[src/rtl/fcs_pkg.sv]
package fcs_pkg;
  typedef enum logic [2:0] {
    MD_READ  = 3'd0,
    MD_ASEL  = 3'd1,
    MD_BUSY  = 3'd2,
    MD_ERR   = 3'd3,
    MD_BYP   = 3'd4,
    MD_BBUSY = 3'd5
  } fcs_mode_e;

  typedef enum logic [1:0] {
    RS_ARRAY  = 2'd0,
    RS_CODE   = 2'd1,
    RS_STATUS = 2'd2
  } fcs_rsrc_e;

  localparam logic [7:0] CMD_UNLOCK1 = 8'hAA;
  localparam logic [7:0] CMD_UNLOCK2 = 8'h55;
  localparam logic [7:0] CMD_RESET   = 8'hF0;
  localparam logic [7:0] CMD_IDENT   = 8'h90;
  localparam logic [7:0] CMD_PROG    = 8'hA0;
  localparam logic [7:0] CMD_BYPASS  = 8'h20;
  localparam logic [7:0] CMD_BYPEXIT = 8'h00;
endpackage

[src/rtl/fcs_block_prot.sv]
module fcs_block_prot #(
  parameter int ADDR_W   = 17,
  parameter int BLK_BITS = 3,
  localparam int NBLK    = 1 << BLK_BITS
) (
  input  logic [ADDR_W-1:0] wr_addr,
  input  logic [ADDR_W-1:0] rd_addr,
  input  logic [NBLK-1:0]   prot_bits,
  output logic              wr_prot,
  output logic              rd_prot
);
  logic [NBLK-1:0] wsel;
  logic [NBLK-1:0] rsel;

  // One decoder per block; protection is the OR of selected flags.
  for (genvar b = 0; b < NBLK; b++) begin : g_blk
    assign wsel[b] = (wr_addr[ADDR_W-1 -: BLK_BITS] == BLK_BITS'(b));
    assign rsel[b] = (rd_addr[ADDR_W-1 -: BLK_BITS] == BLK_BITS'(b));
  end

  assign wr_prot = |(wsel & prot_bits);
  assign rd_prot = |(rsel & prot_bits);
endmodule

[src/rtl/fcs_read_mux.sv]
module fcs_read_mux
  import fcs_pkg::*;
#(
  parameter int         DATA_W   = 8,
  parameter logic [7:0] MFR_CODE = 8'h20,
  parameter logic [7:0] DEV_CODE = 8'h20
) (
  input  logic [2:0]        mode,
  input  logic [1:0]        rd_low,
  input  logic              rd_prot,
  output logic [1:0]        rd_src,
  output logic [DATA_W-1:0] rd_code
);
  always_comb begin
    case (mode)
      MD_ASEL:                  rd_src = RS_CODE;
      MD_BUSY, MD_BBUSY, MD_ERR: rd_src = RS_STATUS;
      default:                  rd_src = RS_ARRAY;
    endcase
  end

  always_comb begin
    rd_code = '0;
    if (mode == MD_ASEL) begin
      case (rd_low)
        2'b00:   rd_code = DATA_W'(MFR_CODE);
        2'b01:   rd_code = DATA_W'(DEV_CODE);
        2'b10:   rd_code = DATA_W'(rd_prot);
        default: rd_code = '0;
      endcase
    end
  end
endmodule

[src/rtl/fcs_mode_fsm.sv]
module fcs_mode_fsm
  import fcs_pkg::*;
#(
  parameter int ADDR_W     = 17,
  parameter int DATA_W     = 8,
  parameter int SEQ_ADDR_W = 15,
  parameter logic [SEQ_ADDR_W-1:0] UNLOCK_ADDR1 = 15'h5555,
  parameter logic [SEQ_ADDR_W-1:0] UNLOCK_ADDR2 = 15'h2AAA
) (
  input  logic              clk,
  input  logic              rst_n,
  input  logic              wr_valid,
  input  logic [ADDR_W-1:0] wr_addr,
  input  logic [DATA_W-1:0] wr_data,
  input  logic              wr_prot,
  input  logic              prog_done,
  input  logic              prog_fail,
  output logic [2:0]        mode,
  output logic              prog_req,
  output logic [ADDR_W-1:0] prog_addr,
  output logic [DATA_W-1:0] prog_data
);
  fcs_mode_e   mode_q, mode_d;
  logic [1:0]  step_q, step_d;
  logic        errbyp_q, errbyp_d;
  logic        req_q, req_d;
  logic [ADDR_W-1:0] paddr_q;
  logic [DATA_W-1:0] pdata_q;
  fcs_mode_e   brk_mode;
  logic        at_a1, at_a2;

  assign at_a1 = (wr_addr[SEQ_ADDR_W-1:0] == UNLOCK_ADDR1);
  assign at_a2 = (wr_addr[SEQ_ADDR_W-1:0] == UNLOCK_ADDR2);
  // A broken sequence keeps a pending error, otherwise lands in read-array.
  assign brk_mode = (mode_q == MD_ERR) ? MD_ERR : MD_READ;

  always_comb begin
    mode_d   = mode_q;
    step_d   = step_q;
    errbyp_d = errbyp_q;
    req_d    = 1'b0;
    case (mode_q)
      MD_READ, MD_ASEL, MD_ERR: begin
        if (wr_valid) begin
          step_d = 2'd0;
          if (step_q == 2'd3) begin
            if (wr_prot) mode_d = MD_READ;
            else begin
              req_d  = 1'b1;
              mode_d = MD_BUSY;
            end
          end else if (wr_data == DATA_W'(CMD_RESET)) begin
            mode_d   = (mode_q == MD_ERR && errbyp_q) ? MD_BYP : MD_READ;
            errbyp_d = 1'b0;
          end else begin
            case (step_q)
              2'd0: if (at_a1 && wr_data == DATA_W'(CMD_UNLOCK1)) step_d = 2'd1;
                    else mode_d = brk_mode;
              2'd1: if (at_a2 && wr_data == DATA_W'(CMD_UNLOCK2)) step_d = 2'd2;
                    else mode_d = brk_mode;
              default: begin
                if (at_a1 && mode_q != MD_ERR && wr_data == DATA_W'(CMD_IDENT))
                  mode_d = MD_ASEL;
                else if (at_a1 && mode_q != MD_ERR && wr_data == DATA_W'(CMD_PROG))
                  step_d = 2'd3;
                else if (at_a1 && mode_q != MD_ERR && wr_data == DATA_W'(CMD_BYPASS))
                  mode_d = MD_BYP;
                else
                  mode_d = brk_mode;
              end
            endcase
          end
        end
      end
      MD_BUSY, MD_BBUSY: begin
        step_d = 2'd0;
        if (prog_fail) begin
          mode_d   = MD_ERR;
          errbyp_d = (mode_q == MD_BBUSY);
        end else if (prog_done) begin
          mode_d = (mode_q == MD_BBUSY) ? MD_BYP : MD_READ;
        end
      end
      MD_BYP: begin
        if (wr_valid) begin
          case (step_q)
            2'd0: begin
              if (wr_data == DATA_W'(CMD_PROG))       step_d = 2'd1;
              else if (wr_data == DATA_W'(CMD_IDENT)) step_d = 2'd2;
            end
            2'd1: begin
              step_d = 2'd0;
              if (!wr_prot) begin
                req_d  = 1'b1;
                mode_d = MD_BBUSY;
              end
            end
            default: begin
              step_d = 2'd0;
              if (step_q == 2'd2 && wr_data == DATA_W'(CMD_BYPEXIT)) mode_d = MD_READ;
            end
          endcase
        end
      end
      default: begin
        mode_d = MD_READ;
        step_d = 2'd0;
      end
    endcase
  end

  always_ff @(posedge clk or negedge rst_n) begin
    if (!rst_n) begin
      mode_q   <= MD_READ;
      step_q   <= 2'd0;
      errbyp_q <= 1'b0;
      req_q    <= 1'b0;
    end else begin
      mode_q   <= mode_d;
      step_q   <= step_d;
      errbyp_q <= errbyp_d;
      req_q    <= req_d;
    end
  end

  // Request payload is loaded only when a request is issued.
  always_ff @(posedge clk or negedge rst_n) begin
    if (!rst_n) begin
      paddr_q <= '0;
      pdata_q <= '0;
    end else if (req_d) begin
      paddr_q <= wr_addr;
      pdata_q <= wr_data;
    end
  end

  assign mode      = mode_q;
  assign prog_req  = req_q;
  assign prog_addr = paddr_q;
  assign prog_data = pdata_q;

  assert_req_busy_R4: assert property (@(posedge clk) disable iff (!rst_n)
    req_q |-> (mode_q == MD_BUSY || mode_q == MD_BBUSY));
  assert_req_single_R4: assert property (@(posedge clk) disable iff (!rst_n)
    req_q |=> !req_q);
  assert_busy_hold_R6: assert property (@(posedge clk) disable iff (!rst_n)
    (mode_q == MD_BUSY && !prog_done && !prog_fail) |=> (mode_q == MD_BUSY && !req_q));
  assert_fail_err_R7: assert property (@(posedge clk) disable iff (!rst_n)
    ((mode_q == MD_BUSY || mode_q == MD_BBUSY) && prog_fail) |=> (mode_q == MD_ERR));
  assert_err_sticky_R7: assert property (@(posedge clk) disable iff (!rst_n)
    (mode_q == MD_ERR && !wr_valid) |=> (mode_q == MD_ERR));
  assert_byp_done_R10: assert property (@(posedge clk) disable iff (!rst_n)
    (mode_q == MD_BBUSY && prog_done && !prog_fail) |=> (mode_q == MD_BYP));
  assert_byp_idle_R11: assert property (@(posedge clk) disable iff (!rst_n)
    (mode_q == MD_BYP && !wr_valid) |=> (mode_q == MD_BYP));
endmodule

[src/rtl/flash_cmd_seq.sv]
module flash_cmd_seq #(
  parameter int ADDR_W   = 17,
  parameter int DATA_W   = 8,
  parameter int BLK_BITS = 3,
  localparam int NBLK    = 1 << BLK_BITS
) (
  input  logic              clk,
  input  logic              rst_n,
  input  logic              wr_valid,
  input  logic [ADDR_W-1:0] wr_addr,
  input  logic [DATA_W-1:0] wr_data,
  input  logic [ADDR_W-1:0] rd_addr,
  input  logic [NBLK-1:0]   prot_bits,
  input  logic              prog_done,
  input  logic              prog_fail,
  output logic              prog_req,
  output logic [ADDR_W-1:0] prog_addr,
  output logic [DATA_W-1:0] prog_data,
  output logic [2:0]        mode,
  output logic [1:0]        rd_src,
  output logic [DATA_W-1:0] rd_code
);
  logic [1:0] rs_q;
  logic       rst_int_n;
  logic       wr_prot;
  logic       rd_prot;
  logic [ADDR_W-3:0] unused_rd_mid;

  // Reset asserts at once and is released through two flops.
  always_ff @(posedge clk or negedge rst_n) begin
    if (!rst_n) rs_q <= 2'b00;
    else        rs_q <= {rs_q[0], 1'b1};
  end
  assign rst_int_n = rs_q[1];
  assign unused_rd_mid = rd_addr[ADDR_W-1:2];

  fcs_block_prot #(.ADDR_W(ADDR_W), .BLK_BITS(BLK_BITS)) u_prot (
    .wr_addr  (wr_addr),
    .rd_addr  (rd_addr),
    .prot_bits(prot_bits),
    .wr_prot  (wr_prot),
    .rd_prot  (rd_prot)
  );

  fcs_mode_fsm #(.ADDR_W(ADDR_W), .DATA_W(DATA_W)) u_fsm (
    .clk      (clk),
    .rst_n    (rst_int_n),
    .wr_valid (wr_valid),
    .wr_addr  (wr_addr),
    .wr_data  (wr_data),
    .wr_prot  (wr_prot),
    .prog_done(prog_done),
    .prog_fail(prog_fail),
    .mode     (mode),
    .prog_req (prog_req),
    .prog_addr(prog_addr),
    .prog_data(prog_data)
  );

  fcs_read_mux #(.DATA_W(DATA_W)) u_rmux (
    .mode   (mode),
    .rd_low (rd_addr[1:0]),
    .rd_prot(rd_prot),
    .rd_src (rd_src),
    .rd_code(rd_code)
  );
endmodule

[config.mk]
export PLATFORM = sky130hd
export DESIGN_NAME = flash_cmd_seq
export DESIGN_NICKNAME = d
export VERILOG_FILES = /design/src/rtl/fcs_pkg.sv /design/src/rtl/fcs_block_prot.sv /design/src/rtl/fcs_read_mux.sv /design/src/rtl/fcs_mode_fsm.sv /design/src/rtl/flash_cmd_seq.sv
export SDC_FILE = /design/constraint.sdc
export NUM_CORES = 1
export LEC_CHECK = 0
export ABC_AREA = 1
export BUFFER_PORTS_ARGS = -buffer_cell sky130_fd_sc_hd__buf_2
export CAP_MARGIN = 20
export CORE_MARGIN = 5
export CORE_UTILIZATION = 53
export CTS_BUF_LIST = sky130_fd_sc_hd__clkbuf_8 sky130_fd_sc_hd__clkbuf_16
export CTS_CLUSTER_DIAMETER = 120
export DETAILED_ROUTE_END_ITERATION = 10
export GPL_TIMING_DRIVEN = 0
export PLACE_DENSITY = 0.95
export SYNTH_ARGS = -nofsm -noshare
export SYNTH_HDL_FRONTEND = slang
export SYNTH_HIERARCHICAL = 1
export SYNTH_SLANG_ARGS = --single-unit
[constraint.sdc]
create_clock -name clk -period 2.69 [get_ports clk]
set_clock_uncertainty 0.05 [all_clocks]
set_input_delay 0.269 -clock clk [delete_from_list [all_inputs] [get_ports clk]]
set_output_delay 0.269 -clock clk [all_outputs]
set_load 0.01 [all_outputs]
=== Word-level counts from Yosys, hierarchy flattened ===
Cells that the tools add are included.

* Equal/unequal tests: 46
* Muxes and demuxes: 47
* Bitwise operators: 2
* Reductions and logical operators: 24

{| class="wikitable"
|+ Operator list
! kind !! number
|-
| 3-bit two-way mux || 15
|-
| 8-bit == test, second input constant || 4
|-
| 3-bit == test, second input constant || 10
|-
| 2-bit two-way mux || 12
|-
| 3-bit by 2-bit == test with 1-bit output, second input constant || 6
|-
| 8-bit AND || 2
|-
| 8-bit OR reduction || 2
|-
| 15-bit by 14-bit == test with 1-bit output, second input constant || 1
|-
| 15-bit == test, second input constant || 1
|-
| 2-bit case mux with 2 select lines || 3
|-
| 3-bit case mux with 2 select lines || 2
|-
| 6-bit case mux with 2 select lines || 1
|-
| 1-bit two-way mux || 10
|-
| 2-bit != test, second input constant || 5
|-
| 5-bit by 3-bit != test with 1-bit output, second input constant || 2
|-
| 3-bit by 1-bit == test with 1-bit output, second input constant || 3
|-
| 3-bit zero test || 3
|-
| 3-bit case mux with 3 select lines || 1
|-
| 9-bit AND reduction || 1
|-
| 8-bit by 6-bit == test with 1-bit output, second input constant || 1
|-
| 8-bit by 7-bit == test with 1-bit output, second input constant || 1
|-
| 1-bit logical AND || 8
|-
| 8-bit zero test || 1
|-
| 8-bit two-way mux || 1
|-
| other kinds (15) || 23
|}

* Bits in registers: 34
* Output and inout bits: 39

=== Logic depth before layout (Yosys ltp) ===
Gate-level depths: netlist of run 1.

* Depth after elaboration: 11
* Mapped depth: 12
* Depth with buffers taken out: 12

=== Cells and area by module ===
Netlist of run 1, hierarchy kept.

{| class="wikitable"
|+ By module, submodules not included
! module !! instances !! cells an instance !! area each (um2) !! sequential area each (um2)
|-
| fcs_mode_fsm || 1 || 302 || 2058.2 || 800.8
|-
| fcs_block_prot || 1 || 42 || 187.7 || 0.0
|-
| fcs_read_mux || 1 || 17 || 93.8 || 0.0
|-
| flash_cmd_seq || 1 || 3 || 53.8 || 50.0
|}

=== Least setup slack after synthesis of run 1 ===
No wires, ideal clock.

* Path type: flip-flop to flip-flop
* From: register u_fsm.mode_q[1], in the netlist u_fsm/mode[1]
* To: register u_fsm.paddr_q[10], in the netlist u_fsm/prog_addr[10]
* Library setup time: 0.118 ns
* Arrival: 1.426 ns
* Data required time: 2.522 ns
* Setup slack: 1.095 ns
* Cell stages (with the launch flop): 10
* Path buffers: 1
* Cells stage by stage: dfrtp_1 nor2_1 nand2_1 nor2_2 inv_2 nand2_2 nand3_4 buf_6 nand2_1 o21ai_2

* Cells in the longest elaborated chain, start to end: 3

{| class="wikitable"
|+ RTL lines
! what !! RTL line !! text
|-
| from (decl) || fcs_mode_fsm.sv:23 || <nowiki>fcs_mode_e mode_q, mode_d;</nowiki>
|-
| from (signal assigned) || fcs_mode_fsm.sv:119 || <nowiki>mode_q <= mode_d;</nowiki>
|-
| 3-bit by 1-bit == test with 1-bit output, or another cell as far along || fcs_mode_fsm.sv:42 || <nowiki>case (mode_q)</nowiki>
|-
| 3-bit OR reduction || fcs_mode_fsm.sv:42 ||
|-
| 1-bit case mux with 2 select lines (*) || fcs_mode_fsm.sv:42 ||
|-
| to (signal assigned) || fcs_mode_fsm.sv:132 || <nowiki>paddr_q <= wr_addr;</nowiki>
|-
| to (decl) || fcs_mode_fsm.sv:27 || <nowiki>logic [ADDR_W-1:0] paddr_q;</nowiki>
|}

Every way passes the cells marked *; elsewhere a longest branch is shown, timed or not.
A chain may end at the register's enable or synchronous reset.

=== Final worst setup path of run 1 ===
* From: register u_fsm.mode_q[1], in the netlist u_fsm/mode[1]
* To: register u_fsm.pdata_q[2], in the netlist u_fsm/prog_data[2]

* Cells in the longest elaborated chain, start to end: 3

{| class="wikitable"
|+ RTL lines
! what !! RTL line !! text
|-
| 3-bit by 1-bit == test with 1-bit output, or another cell as far along || fcs_mode_fsm.sv:42 ||
|-
| 3-bit OR reduction || fcs_mode_fsm.sv:42 ||
|-
| 1-bit case mux with 2 select lines (*) || fcs_mode_fsm.sv:42 ||
|-
| to (signal assigned) || fcs_mode_fsm.sv:133 || <nowiki>pdata_q <= wr_data;</nowiki>
|-
| to (decl) || fcs_mode_fsm.sv:28 || <nowiki>logic [DATA_W-1:0] pdata_q;</nowiki>
|}

Marks and branches as above.

==> metrics.md, run 1 <==
| Metric | Value |
|---|---|
| Hold WC Path Type | `primary input to flop` |
| PD cells | `359 mW/mm²` |
| Drc violations | `0` |
| Initial DRC count | `246` |
| FF/Latch Area | `851 µm²` |
| Crit path setup slack, layout | `0.868 ns` |
| Chip Width | `77.2 µm` |
| Leak pwr | `1.76 nW` |
| Dominant cell type by area after synthesis | `dfrtp_1` |
| YS warnings | `6` |
| Site row count | `24` |
| Drt total wl | `6420 µm` |
| Sinks on Clock Net | `34` |
| Worst-skew pair later-pin latency | `0.29 ns` |
| Total Neg Setup Slack | `0 ns` |
| Dpl hpwl | `5070 µm` |
| P&R area growth vs syn | `24.7%` |
| Library cells used by synthesis | `21` |
| Worst path depth | `9` |
| Crit path max fanout | `10` |
| Fillcell total | `363` |
| Netlist Area Pre-Place | `0.00239 mm²` |
| Switching Fraction | `27.8%` |
| Root Driver | `clkbuf_8` |
| Final design utilization | `68.6%` |
| Placed inst area | `0.00288 mm²` |
| CTS Buf Count | `5` |
| Total congestion overflow | `0` |
| Overall power | `1.07 mW` |
| Tot GR Track Use | `22.5%` |
| Worst path top cell family by delay | `simple AND/OR/NAND/NOR gates` |
| 1st-pass router iterations | `4` |
| Slowest cell on the critical path | `dfrtp_1` |
| Vias in the first global route | `2,603` |
| Worst Setup SP | `u_fsm/mode[1]$_DFFE_PN0P_` |
| Post-route cell area | `0.00299 mm²` |
| Seq cells post-synth | `34` |
| PostCTS Resize Cnt | `0` |
| Crit end category | `flop` |
| First-pass GRT wire length | `11,300 µm` |
| Final hold vios | `0` |
| Peak supply drop | `0.000263 V` |
| RSZ-0062 raised after global routing | `no` |
| Clock Pin Slew Worst Setup and Hold Paths | `0.07 ns` |
| Inserted Diodes | `0` |
| Clk pwr share | `37.7%` |
| Setup violators final | `0` |
| FF-to-FF End | `u_fsm/prog_data[2]$_DFFE_PN0P_` |
| End point of the critical path | `u_fsm/prog_data[2]$_DFFE_PN0P_` |
| Max clock buf depth | `2` |
| CP Class | `flop to flop` |
| Post-DRT Antenna Nets | `0` |
| Status | `completed` |
| Ranking of synthesized cells by area | `dfrtp_1 (36%), nand2_1 (19%), nor2_1 (8.3%)` |
| Tcrit/Tclk final | `67.7%` |
| Gp weighted congestion | `0.847` |
| Critical path data arrival time | `1.95 ns` |
| WP buf/inv | `2` |
| Max-slew headroom | `58.7%` |
| Initial antenna violation count | `0` |
| Setup slack, reg-to-reg | `0.87 ns` |
| Final layout net count | `508` |
| Synth top area share | `35.5%` |
| IO Port Bufs | `75` |
| Startpoint type of the worst setup path | `flop` |
| Core ar. | `0.00435 mm²` |
| Most used cell along the critical path | `nand2_1` |
| Cells on worst reg2reg path | `9` |
| Max-Cap Viols | `0` |
| Cell Int Power | `0.774 mW` |
| Share of cells above drive strength 1 | `29.3%` |
| Via count | `2,631` |
| Reg2reg start | `u_fsm/mode[1]$_DFFE_PN0P_` |
| FMAX | `549 MHz` |
| Post-place setup slack | `0.908 ns` |
| Cells after Synth | `364` |
| Fin. max-slew vios | `0` |
| Sw power | `0.298 mW` |
| Critical path, cell by cell | `nor2_1, nand2_1, nor2_2, inv_2, nand2_2, nand3_4, buf_6, nand2_1, o21ai_2` |
| Register share of total power | `48.4%` |
| I/O pin count | `94` |
| CTS tree | `built` |
| Worst EP required | `2.81 ns` |
| Post-Synthesis Mean Instance Area | `6.58 µm²` |
| Footprint of the multi-input gates | `0.00128 mm²` |
| CTS H-tree lvls | `2` |
| DR vias/cell | `5.20` |
| Comb pwr share | `13.9%` |
| Total die area | `0.00596 mm²` |
| Initial core utilization | `55.0%` |
| Avg WL per Cell | `12.7 µm` |
| Measured slew at the worst slew-check pin | `0.620 ns` |
| Die Y | `77.2 µm` |
| Crit-path max cell delay | `0.52 ns` |
| Largest net degree at the start of global routing | `22` |
| Minimum clock period | `1.82 ns` |
| Register area share after synthesis | `35.5%` |
power by group through the flow:
stage                     clock network (mW)  logic [mW]  registers, mW
after detailed placement                   0       0.144          0.529
after global placement                     0       0.129          0.533
after floorplan                            0      0.0705          0.531
after CTS                              0.412       0.146          0.519
final                                  0.404       0.149          0.518
after global routing                   0.430       0.166          0.519
cells in the final DEF, fill, tap and decap left out, types with 2 or more instances in the layout:
cell type / n
conb_1: 7
a21oi_1: 3
nand2_2: 2
nand2_1: 122
nor3_1: 6
o21ai_2: 20
nand4_1: 16
buf_2: 76
inv_1: 44
nor2_2: 7
buf_4: 6
buf_6: 4
o21ai_0: 6
nor2_1: 53
dfrtp_1: 34
nand3_1: 28
inv_2: 6
clkbuf_8: 6
registers in the layout, summed over array words and instances, names as in the netlist:
name	count
u_fsm/prog_addr	17
u_fsm/prog_data	8
u_fsm/mode	3
rs_q	2
u_fsm/step_q	2
u_fsm/errbyp_q	1
u_fsm/prog_req	1
area by class of cell:
| class | instances | share of cell area (%) |
|---|---|---|
| Sequential cell | 34 | 28.5 |
| Multi-Input combinational cell | 274 | 42.8 |
| Clock buffer | 6 | 2.77 |
| Clock inverter | 2 | 0.419 |
| Tap cell | 52 | 2.18 |
| Timing Repair Buffer | 77 | 13.8 |
| Buffer | 11 | 3.19 |
| Inverter | 50 | 6.29 |
cell usage after synthesis:
| cell type | count |
|---|---|
| nand4_1 | 16 |
| nand3_1 | 28 |
| o21ai_2 | 20 |
| buf_2 | 1 |
| nand2_1 | 122 |
| nor3_1 | 6 |
| o21ai_0 | 6 |
| a21oi_1 | 3 |
| nand2_2 | 2 |
| nor2_1 | 53 |
| nor3_2 | 1 |
| buf_4 | 6 |
| nand3_4 | 1 |
| inv_2 | 6 |
| a21oi_4 | 1 |
| buf_6 | 4 |
| nor2_2 | 7 |
| inv_1 | 44 |
| conb_1 | 2 |
| o21ai_1 | 1 |
| dfrtp_1 | 34 |
metrics by stage:
stage	cells	hold slack (ns)
2_1_floorplan	369	-0.0766
3_3_place_gp	496	0.00438
3_5_place_dp	497	0.0103
4_1_cts	506	0.169
5_1_grt	506	0.185
6_report	506	0.170
worst reg2reg max path: stages (launching register included):
cell	delay [ns]
dfrtp_1	0.52
nor2_1	0.14
nand2_1	0.14
nor2_2	0.22
inv_2	0.07
nand2_2	0.07
nand3_4	0.16
buf_6	0.20
nand2_1	0.07
o21ai_2	0.06
kinds of logic after synthesis:
| group | Yosys count | share of synthesized area, % |
|---|---|---|
| other | 2 | 0.314 |
| buffers and inverters | 61 | 11.8 |
| AOI/OAI and AO/OA | 31 | 10.1 |
| and+or+nand+nor | 236 | 42.2 |
| DFF | 34 | 35.5 |
how the worst min path moves through the flow:
stage,cells after the start,slack [ns],endpoint,startpoint
global placement,1,0.004,rs_q[1]$_DFF_PN0_,rst_n
global route,3,0.18,u_fsm/prog_addr[2]$_DFFE_PN0P_,wr_addr[2]
finish,3,0.17,u_fsm/prog_addr[0]$_DFFE_PN0P_,wr_addr[0]
CTS,3,0.17,u_fsm/prog_addr[0]$_DFFE_PN0P_,wr_addr[0]
detailed placement,1,0.01,rs_q[0]$_DFF_PN0_,rst_n
floorplan,0,-0.08,rs_q[0]$_DFF_PN0_,rst_n
layer usage:
layer	routed length, µm	part of all wire (%)	track usage, %	up-vias
met5	0	0	0	-
met4	199	3.1	10.5	0
met3	504	7.9	4.80	21
met2	3050	47	37.6	112
met1	2670	42	27.4	1182
li1	-	-	-	1316
what timing repair did:
item	4_1_cts	5_1_grt
hold endpoints to repair	2	0
hold buffers	1	0
setup buffers	0	0
Power figures use the tool's default switching activity.
==> inputs of run 2 (changes only) <==
Settings changed: ABC_AREA 1 to 0, CORE_UTILIZATION 53 to 47, PLACE_DENSITY 0.95 to 0.91.
Clock period 2.69 ns to 1.8 ns, I/O delays scaled along.
==> metrics.md, run 2 <==
| Metric | Value |
|---|---|
| Chip Width | `76.9 µm (-0.40%)` |
| Post-DRT Antenna Nets | `0 (unchanged)` |
| Initial DRC count | `201 (-18%)` |
| Dpl hpwl | `4260 µm (-16%)` |
| Leak pwr | `1.53 nW (-13%)` |
| Drt total wl | `7060 µm (+10%)` |
| Avg WL per Cell | `20.4 µm (+61%)` |
| Final layout net count | `349 (-31%)` |
| Final design utilization | `69.9% (+1.4 points)` |
| Max clock buf depth | `2 (unchanged)` |
| Hold slack | `0.0953 ns (-0.0743 ns)` |
| Final hold vios | `0 (unchanged)` |
| Count leader, synth | `dfrtp_1` |
| Top sig layer | `met4` |
| Post-route cell area | `0.00304 mm² (+2.0%)` |
| Crit path max fanout | `3 (-7)` |
| Drc violations | `0 (unchanged)` |
| Max reg flops | `17 (unchanged)` |
| Fin. max-slew vios | `0 (unchanged)` |
| Status | `finished, violations left` |
| Minimum clock period | `2.00 ns (+0.177 ns)` |
| Post-Synthesis Mean Instance Area | `11.1 µm² (+69%)` |
| Post-place setup slack | `-0.538 ns (-1.45 ns)` |
| CTS tree | `built` |
| Hold WC Path Type | `primary input to flop` |
| Max-slew headroom | `65.3% (+6.6 points)` |
| Met1 Wirelength | `2620 µm (-1.9%)` |
| Measured slew at the worst slew-check pin | `0.520 ns (-0.0994 ns)` |
| Met2 routed WL | `3600 µm (+18%)` |
| Max-Cap Viols | `0 (unchanged)` |
| Tcrit/Tclk final | `111% (+43 points)` |
| 1st-pass router iterations | `4 (unchanged)` |
| Total congestion overflow | `0 (unchanged)` |
| Top FF cell, synth | `dfrtp_1` |
| Clock Pin Slew Worst Setup and Hold Paths | `0.07 ns (about the same)` |
| Share of cells above drive strength 1 | `57.3% (+28 points)` |
| Setup violators final | `29 (+29)` |
| PD cells | `654 mW/mm² (+82%)` |
| I/O pin count | `94 (unchanged)` |
| Gp weighted congestion | `0.911 (+7.5%)` |
| Sinks on Clock Net | `34 (unchanged)` |
| CTS H-tree lvls | `2 (unchanged)` |
| Placed inst area | `0.00260 mm² (-9.9%)` |
| Library cells used by synthesis | `52 (+150%)` |
| YS warnings | `6 (unchanged)` |
| Startpoint type of the worst setup path | `flop` |
| Largest net degree at the start of global routing | `24 (+9.1%)` |
| Netlist Area Pre-Place | `0.00210 mm² (-12%)` |
| Vias in the first global route | `2,153 (-17%)` |
| CTS Buf Count | `5 (unchanged)` |
| Tot GR Track Use | `24.3% (+1.8 points)` |
| Register area share after synthesis | `40.5% (+4.9 points)` |
| Crit end category | `flop` |
| IO Port Bufs | `73 (-2.7%)` |
| Root Driver | `clkbuf_8` |
| RSZ-0062 raised after global routing | `yes` |
| First-pass GRT wire length | `11,300 µm (+0.31%)` |
| Via count | `2,079 (-21%)` |
| Core ar. | `0.00435 mm² (unchanged)` |
| Die Y | `76.9 µm (-0.40%)` |
| CP Class | `flop to flop` |
| Post-route insts no fill | `347 (-31%)` |
| Synth top area share | `40.5% (+4.9 points)` |
| Worst EP required | `1.93 ns (-0.88 ns)` |
| Cells after Synth | `189 (-48%)` |
| Crit path setup slack, layout | `-0.199 ns (-1.07 ns)` |
| Routed wl met3 | `565 µm (+12%)` |
| Failing checks | `setup timing` |
| Commonest non-fill, non-tap cell in the layout | `buf_2` |
| P&R area growth vs syn | `44.7%` |
| DP Cell Count | `320 (-36%)` |
| FMAX | `500 MHz (-8.9%)` |
| Synth top cells by count | `dfrtp_1 (34), mux2_1 (25), nand2_1 (12)` |
| Dominant cell type by area after synthesis | `dfrtp_1` |
| Worst-skew pair later-pin latency | `0.29 ns (about the same)` |
| Seq cells post-synth | `34 (unchanged)` |
| Async SR Flop Fraction | `100% (unchanged)` |
| Ranking of synthesized cells by area | `dfrtp_1 (40%), mux2_1 (13%), mux4_1 (5.0%)` |
| DR vias/cell | `5.99 (+15%)` |
| Total die area | `0.00591 mm² (-0.79%)` |
| Critical path data arrival time | `2.13 ns (+0.18 ns)` |
| Site row count | `24 (unchanged)` |
| Commonest non-fill, non-tap cells in the layout | `buf_2 (72), dfrtp_1 (31), mux2_4 (29), buf_4 (18)` |
| Initial core utilization | `48.3% (-6.7 points)` |
| Number of synthesized flops with an enable pin | `0 (unchanged)` |
| Initial antenna violation count | `0 (unchanged)` |
| Peak supply drop | `0.000612 V (+130%)` |
| Inserted Diodes | `0 (unchanged)` |
run 2: changes by cell type in the layout (fill, tap and decap cells not counted), moves of 5 or more:
cell,delta
nand2_1,-111
nor2_1,-46
inv_1,-40
mux2_4,+29
nand3_1,-25
o21ai_2,-19
buf_4,+12
nand4_1,-12
buf_6,+7
nor2_2,-7
a21oi_1,+5
inv_2,-5
run 2: cells by family (layout without fill, tap and decap cells):
group | Yosys count | in the layout | synth area share [%]
mux | 36 | 36 | 22.5
buf+inv | 19 | 120 | 4.94
other cells | 2 | 7 | 0.357
flops | 34 | 34 | 40.5
simple gates | 67 | 67 | 22.5
compound gates | 31 | 31 | 9.16
run 2: final timing paths:
kind | depth (start not counted) | slack [ns] | end | start
max in group asynchronous | 1 | 1.04 | u_fsm/step_q[0]$_DFFE_PN0P_ | rs_q[1]$_DFF_PN0_
worst max register to register | 7 | -0.20 | u_fsm/mode[1]$_DFFE_PN0P_ | u_fsm/step_q[1]$_DFFE_PN0P_
worst min-delay path | 2 | 0.1 | u_fsm/prog_addr[15]$_DFFE_PN0P_ | wr_addr[15]
worst max-delay path | 7 | -0.20 | u_fsm/mode[1]$_DFFE_PN0P_ | u_fsm/step_q[1]$_DFFE_PN0P_
min in group asynchronous | 0 | 0.16 | u_fsm/prog_addr[15]$_DFFE_PN0P_ | rs_q[1]$_DFF_PN0_
worst min register to register | 0 | 0.16 | u_fsm/prog_addr[15]$_DFFE_PN0P_ | rs_q[1]$_DFF_PN0_
run 2: cell type report:
type | instances | area [µm²]
multi-input cells | 141 | 1330
fillers | 282 | 1310
flip-flops and latches | 34 | 855
repair buffers | 94 | 582
plain buffers | 13 | 101
clock buffers | 6 | 82.6
well taps | 52 | 65.1
inverters | 5 | 18.8
clock inverters | 2 | 12.5
run 2: critical path, stage by stage, from the launching register on:
cell	delay [ns]
dfrtp_1	0.37
buf_6	0.12
nor4b_4	0.24
nand2_2	0.13
nor3_2	0.15
o22ai_1	0.10
or3_4	0.41
mux2_4	0.31
run 2: what timing repair did:
| item | in CTS | in global routing |
|---|---|---|
| endpoints found under the setup margin | 29 | 31 |
| gates cloned | 2 | 0 |
| setup buffers | 17 | 0 |
| pin swaps | 5 | 5 |
| hold endpoints to repair | 2 | 0 |
| resized for setup | 51 | 6 |
| hold buffers | 1 | 0 |
run 2: per-stage QoR:
step                TNS, ns  total power, mW
detailed placement   -13.17             1.27
CTS                   -1.07             1.96
floorplan             -3.86             1.11
finish                -3.15             1.99
global route          -4.98             2.08
global placement     -12.16             1.26
run 2: where the power goes:
group	internal (mW)	switching, mW	total [mW]
Clock	0.307	0.293	0.600
Sequential	0.781	0.0293	0.810
Combinational	0.285	0.294	0.579
Total	1.37	0.616	1.99
run 2: routing by layer:
layer / track usage (%) / up-vias
li1: - / 916
met1: 28.4 / 1004
met2: 41.5 / 129
met3: 6.44 / 30
met4: 10.7 / 0
met5: 0 / -
